### config.mk
export PLATFORM = sky130hd
export DESIGN_NAME = ctl_i2c_target
export DESIGN_NICKNAME = d
export VERILOG_FILES = /design/src/rtl/ctl_i2c_pkg.sv /design/src/rtl/ctl_i2c_deglitch.sv /design/src/rtl/ctl_i2c_cond.sv /design/src/rtl/ctl_i2c_link.sv /design/src/rtl/ctl_i2c_regbank.sv /design/src/rtl/ctl_i2c_target.sv
export SDC_FILE = /design/constraint.sdc
export NUM_CORES = 1
export LEC_CHECK = 0
export BUFFER_PORTS_ARGS = -buffer_cell sky130_fd_sc_hd__buf_4
export CORE_MARGIN = 4
export CORE_UTILIZATION = 50
export CTS_CLUSTER_SIZE = 20
export DETAILED_ROUTE_END_ITERATION = 10
export MAX_ROUTING_LAYER = met4
export PLACE_DENSITY = 0.83
export SLEW_MARGIN = 20
export SYNTH_ARGS = -nofsm -noshare
export SYNTH_HDL_FRONTEND = slang
export SYNTH_HIERARCHICAL = 1
export SYNTH_SLANG_ARGS = --single-unit
export TNS_END_PERCENT = 10
### constraint.sdc
create_clock -name clk -period 5.55 [get_ports clk]
set_input_delay 1.11 -clock clk [delete_from_list [all_inputs] [get_ports clk]]
set_output_delay 1.11 -clock clk [all_outputs]
set_load 0.05 [all_outputs]
### src/rtl/ctl_i2c_pkg.sv
package ctl_i2c_pkg;

    localparam int BYTE_W = 8;

    typedef enum logic [2:0] {
        ST_IDLE,
        ST_RX,
        ST_ACK,
        ST_TX,
        ST_MACK
    } link_st_e;

    typedef enum logic [1:0] {
        K_ADDR,
        K_SUB,
        K_DATA
    } rx_kind_e;

    typedef struct packed {
        logic start;
        logic stop;
        logic rise;
        logic fall;
    } bus_ev_t;

    typedef struct packed {
        logic              en;
        logic [BYTE_W-1:0] idx;
        logic [BYTE_W-1:0] data;
    } wr_req_t;

    function automatic logic [BYTE_W-1:0] reg_dflt(input int unsigned i);
        return 8'h80 | BYTE_W'(i);
    endfunction

    function automatic logic ptr_valid(input logic [BYTE_W-1:0] p, input int unsigned nreg);
        return 32'(p) < nreg;
    endfunction

    function automatic logic [BYTE_W-1:0] ptr_step(input logic [BYTE_W-1:0] p,
                                                   input int unsigned nreg);
        if (32'(p) >= nreg)
            return p;
        else if (32'(p) == nreg - 1)
            return '0;
        else
            return p + 8'd1;
    endfunction

endpackage

### src/rtl/ctl_i2c_deglitch.sv
module ctl_i2c_deglitch #(
    parameter int FILT_LEN = 4
) (
    input  logic clk,
    input  logic clr,
    input  logic din,
    output logic dout
);
    logic [1:0]          sync_q;
    logic [FILT_LEN-1:0] hist_q;

    always_ff @(posedge clk) begin
        if (clr) begin
            sync_q <= '1;
            hist_q <= '1;
            dout   <= 1'b1;
        end else begin
            sync_q <= {sync_q[0], din};
            hist_q <= {hist_q[FILT_LEN-2:0], sync_q[1]};
            if (&hist_q)
                dout <= 1'b1;
            else if (~|hist_q)
                dout <= 1'b0;
        end
    end
endmodule

### src/rtl/ctl_i2c_cond.sv
module ctl_i2c_cond
    import ctl_i2c_pkg::*;
(
    input  logic    clk,
    input  logic    clr,
    input  logic    scl_f,
    input  logic    sda_f,
    output bus_ev_t ev
);
    logic scl_q, sda_q;

    always_ff @(posedge clk) begin
        if (clr) begin
            scl_q <= 1'b1;
            sda_q <= 1'b1;
        end else begin
            scl_q <= scl_f;
            sda_q <= sda_f;
        end
    end

    always_comb begin
        ev.start = scl_f && scl_q && sda_q && !sda_f;
        ev.stop  = scl_f && scl_q && !sda_q && sda_f;
        ev.rise  = scl_f && !scl_q;
        ev.fall  = !scl_f && scl_q;
    end
endmodule

### src/rtl/ctl_i2c_link.sv
module ctl_i2c_link
    import ctl_i2c_pkg::*;
#(
    parameter logic [6:0] DEV_ADDR = 7'h46,
    parameter int         NREG     = 16
) (
    input  logic              clk,
    input  logic              clr,
    input  bus_ev_t           ev,
    input  logic              sda_f,
    input  logic [BYTE_W-1:0] status_i,
    output logic              sda_oe_o,
    output wr_req_t           wr_o
);
    localparam int CNT_W = $clog2(BYTE_W + 1);

    link_st_e          st;
    rx_kind_e          kind;
    logic [CNT_W-1:0]  bit_cnt;
    logic [BYTE_W-1:0] rx_sh;
    logic [BYTE_W-1:0] tx_sh;
    logic [BYTE_W-1:0] ptr;
    logic [BYTE_W-1:0] stat_q;
    logic              rd;
    logic              mnak;

    always_ff @(posedge clk) begin
        if (clr) begin
            st       <= ST_IDLE;
            kind     <= K_ADDR;
            bit_cnt  <= '0;
            rx_sh    <= '0;
            tx_sh    <= '0;
            ptr      <= '0;
            stat_q   <= '0;
            rd       <= 1'b0;
            mnak     <= 1'b0;
            sda_oe_o <= 1'b0;
            wr_o     <= '0;
        end else begin
            wr_o.en <= 1'b0;
            if (ev.start) begin
                st       <= ST_RX;
                kind     <= K_ADDR;
                bit_cnt  <= '0;
                sda_oe_o <= 1'b0;
            end else if (ev.stop) begin
                st       <= ST_IDLE;
                sda_oe_o <= 1'b0;
            end else begin
                case (st)
                    ST_RX: begin
                        if (ev.rise) begin
                            rx_sh   <= {rx_sh[BYTE_W-2:0], sda_f};
                            bit_cnt <= bit_cnt + CNT_W'(1);
                        end else if (ev.fall && bit_cnt == CNT_W'(BYTE_W)) begin
                            bit_cnt <= '0;
                            case (kind)
                                K_ADDR: begin
                                    if (rx_sh[7:1] == DEV_ADDR) begin
                                        st       <= ST_ACK;
                                        sda_oe_o <= 1'b1;
                                        rd       <= rx_sh[0];
                                        kind     <= K_SUB;
                                        if (rx_sh[0])
                                            stat_q <= status_i;
                                    end else begin
                                        st <= ST_IDLE;
                                    end
                                end
                                K_SUB: begin
                                    ptr      <= rx_sh;
                                    st       <= ST_ACK;
                                    sda_oe_o <= 1'b1;
                                    kind     <= K_DATA;
                                end
                                default: begin
                                    if (ptr_valid(ptr, NREG)) begin
                                        wr_o.en   <= 1'b1;
                                        wr_o.idx  <= ptr;
                                        wr_o.data <= rx_sh;
                                    end
                                    ptr      <= ptr_step(ptr, NREG);
                                    st       <= ST_ACK;
                                    sda_oe_o <= 1'b1;
                                end
                            endcase
                        end
                    end
                    ST_ACK: begin
                        if (ev.fall) begin
                            if (rd) begin
                                st       <= ST_TX;
                                tx_sh    <= stat_q;
                                sda_oe_o <= ~stat_q[BYTE_W-1];
                                bit_cnt  <= '0;
                            end else begin
                                st       <= ST_RX;
                                sda_oe_o <= 1'b0;
                            end
                        end
                    end
                    ST_TX: begin
                        if (ev.fall) begin
                            if (bit_cnt == CNT_W'(BYTE_W - 1)) begin
                                st       <= ST_MACK;
                                sda_oe_o <= 1'b0;
                            end else begin
                                sda_oe_o <= ~tx_sh[BYTE_W-2];
                                tx_sh    <= {tx_sh[BYTE_W-2:0], 1'b0};
                                bit_cnt  <= bit_cnt + CNT_W'(1);
                            end
                        end
                    end
                    ST_MACK: begin
                        if (ev.rise) begin
                            mnak <= sda_f;
                        end else if (ev.fall) begin
                            if (mnak) begin
                                st <= ST_IDLE;
                            end else begin
                                st       <= ST_TX;
                                tx_sh    <= stat_q;
                                sda_oe_o <= ~stat_q[BYTE_W-1];
                                bit_cnt  <= '0;
                            end
                        end
                    end
                    default: ;
                endcase
            end
        end
    end
endmodule

### src/rtl/ctl_i2c_regbank.sv
module ctl_i2c_regbank
    import ctl_i2c_pkg::*;
#(
    parameter int NREG = 16
) (
    input  logic                   clk,
    input  logic                   clr,
    input  wr_req_t                wr,
    output logic [NREG*BYTE_W-1:0] regs_o
);
    for (genvar g = 0; g < NREG; g++) begin : g_reg
        logic [BYTE_W-1:0] r;
        always_ff @(posedge clk) begin
            if (clr)
                r <= reg_dflt(g);
            else if (wr.en && wr.idx == BYTE_W'(g))
                r <= wr.data;
        end
        assign regs_o[g*BYTE_W +: BYTE_W] = r;
    end
endmodule

### src/rtl/ctl_i2c_target.sv
module ctl_i2c_target
    import ctl_i2c_pkg::*;
#(
    parameter int         NREG     = 16,
    parameter int         FILT_LEN = 4,
    parameter logic [6:0] DEV_ADDR = 7'h46
) (
    input  logic                   clk,
    input  logic                   rst,
    input  logic                   en_i,
    input  logic                   scl_i,
    input  logic                   sda_i,
    input  logic [BYTE_W-1:0]      status_i,
    output logic                   sda_oe_o,
    output logic [NREG*BYTE_W-1:0] regs_o
);
    localparam int NLINE = 2;

    logic             clr;
    logic [NLINE-1:0] raw, filt;
    logic             scl_f, sda_f;
    bus_ev_t          ev;
    wr_req_t          wr;

    assign clr = rst | ~en_i;
    assign raw = {scl_i, sda_i};

    for (genvar g = 0; g < NLINE; g++) begin : g_flt
        ctl_i2c_deglitch #(.FILT_LEN(FILT_LEN)) u_flt (
            .clk (clk),
            .clr (clr),
            .din (raw[g]),
            .dout(filt[g])
        );
    end

    assign scl_f = filt[1];
    assign sda_f = filt[0];

    ctl_i2c_cond u_cond (
        .clk  (clk),
        .clr  (clr),
        .scl_f(scl_f),
        .sda_f(sda_f),
        .ev   (ev)
    );

    ctl_i2c_link #(.DEV_ADDR(DEV_ADDR), .NREG(NREG)) u_link (
        .clk     (clk),
        .clr     (clr),
        .ev      (ev),
        .sda_f   (sda_f),
        .status_i(status_i),
        .sda_oe_o(sda_oe_o),
        .wr_o    (wr)
    );

    ctl_i2c_regbank #(.NREG(NREG)) u_bank (
        .clk   (clk),
        .clr   (clr),
        .wr    (wr),
        .regs_o(regs_o)
    );
endmodule

==> results by group, run 1 <==
Pwr
  – Peak VDD IR: 238 µV
  – Tot Pwr: between 2 and 3 mW
  – P_leak: 4.67 nW
  – Power per cell area: a little under 300 mW/mm²

Clock network
  – Clk root buf: clkbuf_16
  – Htree depth: 1
  – CTS Buffer Depth: 3
  – Setup Buffers After CTS: 0
  – CTS Hold Bufs: 0
  – CTS tree: built
  – Clock sinks: 204
  – PostCTS Resize Cnt: 0
  – Latest clock arrival within the worst-skew pair: 0.48 ns
  – CTS clk-pin slew, worst paths: 0.06 ns
  – Num CTS Buffers: 22

GRT
  – Total gr overflow: 0
  – Largest net degree at the start of global routing: 72
  – Tot GR Track Use: 0.210
  – Vias in the first global route: 5,956
  – First-pass GRT wire length: 31,100 µm
  – Initial antenna violation count: 0

Logic synthesis
  – Most frequent cells after synthesis: 204 x dfxtp_1, 159 x mux2i_1, 108 x nor2_1
  – Synth area leader: dfxtp_1
  – Synthesized cell area: 0.00835 mm²
  – Largest family of logic cells by synthesized area: simple AND/OR/NAND/NOR gates
  – Area share of xor/xnor cells in the synthesized design: 0.00105
  – Top cells by area, synth: dfxtp_1 49%, mux2i_1 19%, nand2b_1 6.4%
  – Syn Inst Count: 813
  – Post-synth EDFFs: 0
  – Synth Area in Adders: 0.00599
  – Mux cell area share after synthesis: 0.191
  – Most numerous cell in the Yosys netlist: dfxtp_1
  – Register area share after synthesis: 0.489
  – Yosys reg bits: between 200 and 250
  – Simple-gate area share of the yosys netlist: 0.230
  – Yosys warning total: 6
  – Synth top area share: 0.489
  – Yosys cell types: 60
  – Syn Nets: 830
  – Compound-cell area share of the yosys netlist: 0.0488
  – Ys flop type: dfxtp_1
  – Async SR Flop Fraction: 0
  – Avg Synthesized Cell Area: 10.3 µm²

Setup path
  – Crit path kind: flop to flop
  – CP startpoint kind: flop
  – Slowest CP cell: or4_1
  – WP data arrival: 3.05 ns
  – Worst path cell trace: nor4b_1, nand3_1, or4_1, mux2i_1, nor2_1
  – CP max FO: 16
  – Crit path largest cell delay: 0.75 ns
  – CP Capture Type: flop
  – CP required: 5.89 ns

Timing
  – Min Tclk post-route: 2.70 ns
  – Endpoints failing setup: 0
  – Final Hold Vio Count: 0
  – Max Freq: 370 MHz
  – Worst Skew: 0.00732 ns
  – Worst-Margin Slew: slightly above 1 ns
  – RSZ-0062 raised after global routing: no
  – Slew margin rel.: 0.320
  – Tcrit/Tclk final: 0.487
  – Final setup margin: between 2 and 3 ns
  – Setup TNS: 0 ns
  – Hold slack final: between 0.4 and 0.5 ns
  – Max Slew Vio Count: 0

Route
  – Vias per cell: 5.42
  – Routed WL: about 20,000 µm
  – Drt initial violations: 435
  – Routed met2 length: 9660 µm
  – Routed met3 length: 1300 µm
  – Via count: around 6,300
  – Wl on met1: approximately 8900 µm
  – DRC errors left: 0
  – Routed WL per cell: 17.3 µm
  – DR pass1 iterations: 5
  – Detail Route Antenna Nets: 0
  – DR top layer: met4

Place
  – GPL Wtd Cong: 0.872
  – Number of placed instances with taps included: approximately 1,100
  – Placed instance area: 0.00947 mm²
  – Buffers on Ports: 141
  – Hpwl dp: 13,700 µm
  – Pre-CTS setup slack: 2.50 ns

Die
  – Chip width: between 100 and 150 µm
  – Core Area: 0.0161 mm²
  – # IOs: 142
  – Initial core utilization: 0.518
  – Die height: 137 µm
  – Site Rows: between 40 and 50
  – Die area: 0.0188 mm²

Cells and area
  – Final design utilization: 0.635
  – Layout cell share with drive strength beyond 1: 0.244
  – Final net count: 950
  – Fin area: 0.0102 mm²
  – Layout area overhead: 22.5%
  – Final non-filler cell total: 1,164
  – # diodes: 0

Run
  – Maxcap violations: 0

Min path
  – Hold Path Class: flop to flop

Run status
  – Run status: finished clean
-- placed cells by master (no fill, tap or decap), types with 4 or more instances in the layout --
| master | n |
|---|---|
| dfxtp_1 | 204 |
| mux2i_1 | 159 |
| buf_4 | 146 |
| nor2_1 | 107 |
| nand2b_1 | 85 |
| clkbuf_16 | 23 |
| nand2_1 | 23 |
| a21oi_1 | 19 |
| or2_2 | 16 |
| nand3_1 | 16 |
| nor2b_1 | 10 |
| clkbuf_8 | 9 |
| o21ai_0 | 9 |
| nor3_1 | 8 |
| a311oi_1 | 8 |
| inv_1 | 7 |
| or2b_2 | 6 |
| and2_1 | 6 |
| nand4_2 | 5 |
| nand3_2 | 5 |
| nand4_4 | 5 |
| o21bai_1 | 4 |
| ha_1 | 4 |
-- sequential cells by signal (all words and copies together) (netlist names), 2 cells and up --
name and count:
u_link/ptr 8, u_link/st 3, u_link/wr_o 17, g_flt.u_flt/dout 2, u_bank/g.r 128, u_link/stat_q 8, u_link/kind 2, u_link/bit_cnt 4
u_link/rx_sh 8, g_flt.u_flt/sync_q 4, u_link/tx_sh 7, g_flt.u_flt/hist_q 8
-- worst paths after layout --
path	start	to	slack, ns	cells past startpoint
max	u_link/st[0]$_SDFFE_PP0P_	u_link/stat_q[6]$_SDFFE_PP0P_	2.85	5
min	g_flt[1].u_flt/sync_q[0]$_SDFF_PP1_	g_flt[1].u_flt/sync_q[1]$_SDFF_PP1_	0.41	1
max reg2reg	u_link/st[0]$_SDFFE_PP0P_	u_link/stat_q[6]$_SDFFE_PP0P_	2.85	5
min reg2reg	g_flt[1].u_flt/sync_q[0]$_SDFF_PP1_	g_flt[1].u_flt/sync_q[1]$_SDFF_PP1_	0.41	1
-- cell type report --
type / count / area [µm²]
Fill cell: 1300 / 5880
Inverter: 7 / 26.3
Timing Repair Buffer: 146 / 1100
Sequential cell: 204 / 4080
Multi-Input combinational cell: 552 / 4000
Clock inverter: 4 / 45.0
Clock buffer: 35 / 711
Tap cell: 216 / 270
-- report_power, final --
part,switching (mW),total (mW),internal [mW]
combinational,0.0294,0.0481,0.0187
sequential,0.000263,1.47,1.47
clock,0.556,1.48,0.920
-- routing by layer --
layer,vias to the layer above,GRT usage
met5,-,-
li1,3034,-
met4,0,0.0466
met1,3047,0.284
met3,25,0.0321
met2,206,0.334
-- critical path, delay by kind of cell, from the launching register on --
family	cells	cell delay, ns
muxes	1	0.25
and+or+nand+nor	4	1.67
DFF	1	0.64
-- logic make-up after synthesis --
kind of cell / Yosys count
fa+ha+maj: 4
xor+xnor: 1
simple gates: 327
flops: 204
mux: 159
compound gates: 61
buf+inv: 57
(Power assumes the default switching activity.)
==> inputs of run 2 (changes only) <==
--- a/config.mk
+++ b/config.mk
@@ -11,7 +11,7 @@
 export CTS_CLUSTER_SIZE = 20
 export DETAILED_ROUTE_END_ITERATION = 10
 export MAX_ROUTING_LAYER = met4
-export PLACE_DENSITY = 0.83
+export PLACE_DENSITY = 0.86
 export SLEW_MARGIN = 20
 export SYNTH_ARGS = -nofsm -noshare
 export SYNTH_HDL_FRONTEND = slang
==> constraint.sdc (replaced) <==
create_clock -name clk -period 2.3 [get_ports clk]
set_input_delay 0.46 -clock clk [delete_from_list [all_inputs] [get_ports clk]]
set_output_delay 0.46 -clock clk [all_outputs]
set_load 0.05 [all_outputs]
==> run 2 against run 1 <==
Effect of this change: non-clock buffer count is 28 higher; via count is 1.8% higher; combinational power grew to 2.7 times the previous value; final cell count is 2.2% higher; routed wire length is 2.0% higher; critical path type unchanged; largest power group is now registers; highest routed layer unchanged.
==> results by group, run 2 (synthesis results as in run 1) <==
Pwr
  – Power per cell area: 673 mW/mm² (+130%)
  – Peak VDD IR: 466 µV (+96%)
  – P_leak: 4.77 nW (+2.2%)

Setup path
  – CP required: 2.67 ns (-3.22 ns)
  – WP data arrival: 2.49 ns (-0.56 ns)
  – CP max FO: 15 (-1)
  – CP startpoint kind: flop
  – R2R Path Start: u_link/st[0]$_SDFFE_PP0P_
  – FF-to-FF End: u_link/stat_q[2]$_SDFFE_PP0P_
  – Worst reg2reg setup slack: 0.18 ns (-2.66 ns)
  – R2R cell count: 7 (+2)
  – CP Capture Type: flop
  – Crit path kind: flop to flop

Timing
  – RSZ-0062 raised after global routing: no
  – Max Freq: 472 MHz (+28%)
  – Max Slew Vio Count: 0 (unchanged)
  – Tcrit/Tclk final: 0.921 (+0.434)
  – Setup TNS: 0 ns (unchanged)
  – Final Hold Vio Count: 0 (unchanged)
  – Worst Skew: 0.0104 ns (+0.00307 ns)
  – Min Tclk post-route: 2.12 ns (-0.587 ns)
  – Slew margin rel.: 0.454 (+0.134)
  – Final setup margin: 0.182 ns (-2.66 ns)
  – Endpoints failing setup: 0 (unchanged)
  – Worst-Margin Slew: 0.819 ns (-0.198 ns)

Place
  – Buffers on Ports: 141 (unchanged)
  – Pre-CTS setup slack: 0.194 ns (-2.30 ns)
  – GPL Wtd Cong: 0.846 (-3.0%)
  – Hpwl dp: 14,300 µm (+4.7%)

Route
  – DR pass1 iterations: 5 (unchanged)
  – Routed met3 length: 1270 µm (-2.0%)
  – Routed met2 length: 9860 µm (+2.1%)
  – DRC errors left: 0 (unchanged)
  – DR top layer: met4
  – Vias per cell: 5.40 (-0.39%)
  – Drt initial violations: 390 (-10%)
  – Detail Route Antenna Nets: 0 (unchanged)
  – Routed WL per cell: 17.3 µm (-0.19%)
  – Via count: 6,428 (+1.8%)
  – Routed WL: 20,500 µm (+2.0%)
  – Wl on met1: 8850 µm (-0.72%)

Die
  – Die area: 0.0188 mm² (unchanged)
  – # IOs: 142 (unchanged)
  – Die height: 137 µm (unchanged)
  – Chip width: 137 µm (unchanged)
  – Initial core utilization: 0.518 (unchanged)
  – Site Rows: 46 (unchanged)
  – Core Area: 0.0161 mm² (unchanged)

Cells and area
  – Biggest regs: u_bank/g.r (128), u_link/wr_o (17)
  – Leading cell type in the layout, fill and taps excluded: dfxtp_1
  – Largest Register: u_bank/g.r
  – Final net count: 977 (+2.8%)
  – Layout cell share with drive strength beyond 1: 0.264 (+0.0202)
  – # diodes: 0 (unchanged)
  – Max reg flops: 128 (unchanged)
  – Fillcell total: 1,278 (-1.7%)
  – Commonest cells after routing, fill and taps aside: 204 x dfxtp_1, 173 x buf_4, 159 x mux2i_1, 108 x nor2_1, 85 x nand2b_1
  – Layout area overhead: 24.1%

GRT
  – First-pass GRT wire length: 32,400 µm (+4.0%)
  – Initial antenna violation count: 0 (unchanged)
  – Tot GR Track Use: 0.219 (+0.00903)
  – Largest net degree at the start of global routing: 48 (-33%)
  – Vias in the first global route: 6,231 (+4.6%)
  – Total gr overflow: 0 (unchanged)

Run
  – Maxcap violations: 0 (unchanged)

Run status
  – Run status: finished clean

Clock network
  – Latest clock arrival within the worst-skew pair: 0.49 ns (about the same)
  – Clk root buf: clkbuf_16
  – Num CTS Buffers: 21 (-4.5%)
  – Htree depth: 1 (unchanged)
  – CTS tree: built
  – CTS Buffer Depth: 3 (unchanged)
  – Clock sinks: 204 (unchanged)
  – CTS Hold Bufs: 0 (unchanged)
  – CTS clk-pin slew, worst paths: 0.06 ns (about the same)

Min path
  – Hold EP: g_flt[1].u_flt/sync_q[0]$_SDFF_PP1_
  – Hold path startpoint: scl_i
  – Hold path depth: 2 (+1)
  – Hold Path Class: primary input to flop
run 2: final cells by class:
type                    count  area (µm²)  share of cell area
inverters                   7        26.3             0.00253
multi-input cells         552        3990               0.385
well taps                 216         270              0.0261
clock buffers              29         606              0.0584
repair buffers            174        1320               0.127
flip-flops and latches    204        4080               0.394
clock inverters             8        75.1             0.00724
run 2: worst max-delay path by stage:
stage | startpoint | end | depth (start not counted) | slack (ns)
2_1_floorplan | g_flt[1].u_flt/dout$_SDFFE_PP1N_ | u_link/stat_q[7]$_SDFFE_PP0P_ | 8 | 0.08
3_3_place_gp | u_link/st[0]$_SDFFE_PP0P_ | u_link/stat_q[0]$_SDFFE_PP0P_ | 7 | 0.23
3_5_place_dp | u_cond/scl_q$_SDFF_PP1_ | u_link/bit_cnt[2]$_SDFFE_PP0P_ | 7 | 0.19
4_1_cts | u_link/st[0]$_SDFFE_PP0P_ | u_link/stat_q[5]$_SDFFE_PP0P_ | 7 | 0.16
5_1_grt | u_link/st[0]$_SDFFE_PP0P_ | u_link/wr_o[5]$_SDFFE_PP0P_ | 8 | 0.006
6_report | u_link/st[0]$_SDFFE_PP0P_ | u_link/stat_q[2]$_SDFFE_PP0P_ | 7 | 0.18
run 2: what timing repair did:
item | CTS | global route
buffers inserted | 0 | 0
resized for setup | 0 | 1
setup endpoints to repair | 0 | 1
run 2: per-layer routing:
metal | track usage | up-vias
met2 | 0.358 | 219
met3 | 0.0343 | 44
met5 | - | -
li1 | - | 3082
met4 | 0.0626 | 0
met1 | 0.282 | 3083
run 2: worst max-delay path, stage by stage (launching register included):
cell	delay [ns]
dfxtp_1	0.33
buf_4	0.20
nor4b_1	0.46
nand3_1	0.17
or4_1	0.42
buf_4	0.21
mux2i_1	0.16
nor2_1	0.06
run 2: per-stage QoR:
step                      hold slack, ns  utilization  area [µm²]  cells  total power [mW]
after floorplan                    0.389            -        8350    813              3.70
after global placement             0.395        0.601        9690   1153              3.74
after detailed placement           0.395        0.601        9690   1153              3.74
after CTS                          0.153        0.643       10400   1190              7.04
after global routing               0.161        0.644       10400   1190              7.19
final                              0.168        0.644       10400   1190              6.98
run 2: where the power goes:
part | leakage (nW) | internal (mW) | total, mW | switching, mW
Clock | 0.337 | 1.96 | 3.31 | 1.36
Combinational | 2.79 | 0.0551 | 0.132 | 0.0768
Sequential | 1.65 | 3.53 | 3.54 | 0.000629
Total | 4.77 | 5.55 | 6.98 | 1.43
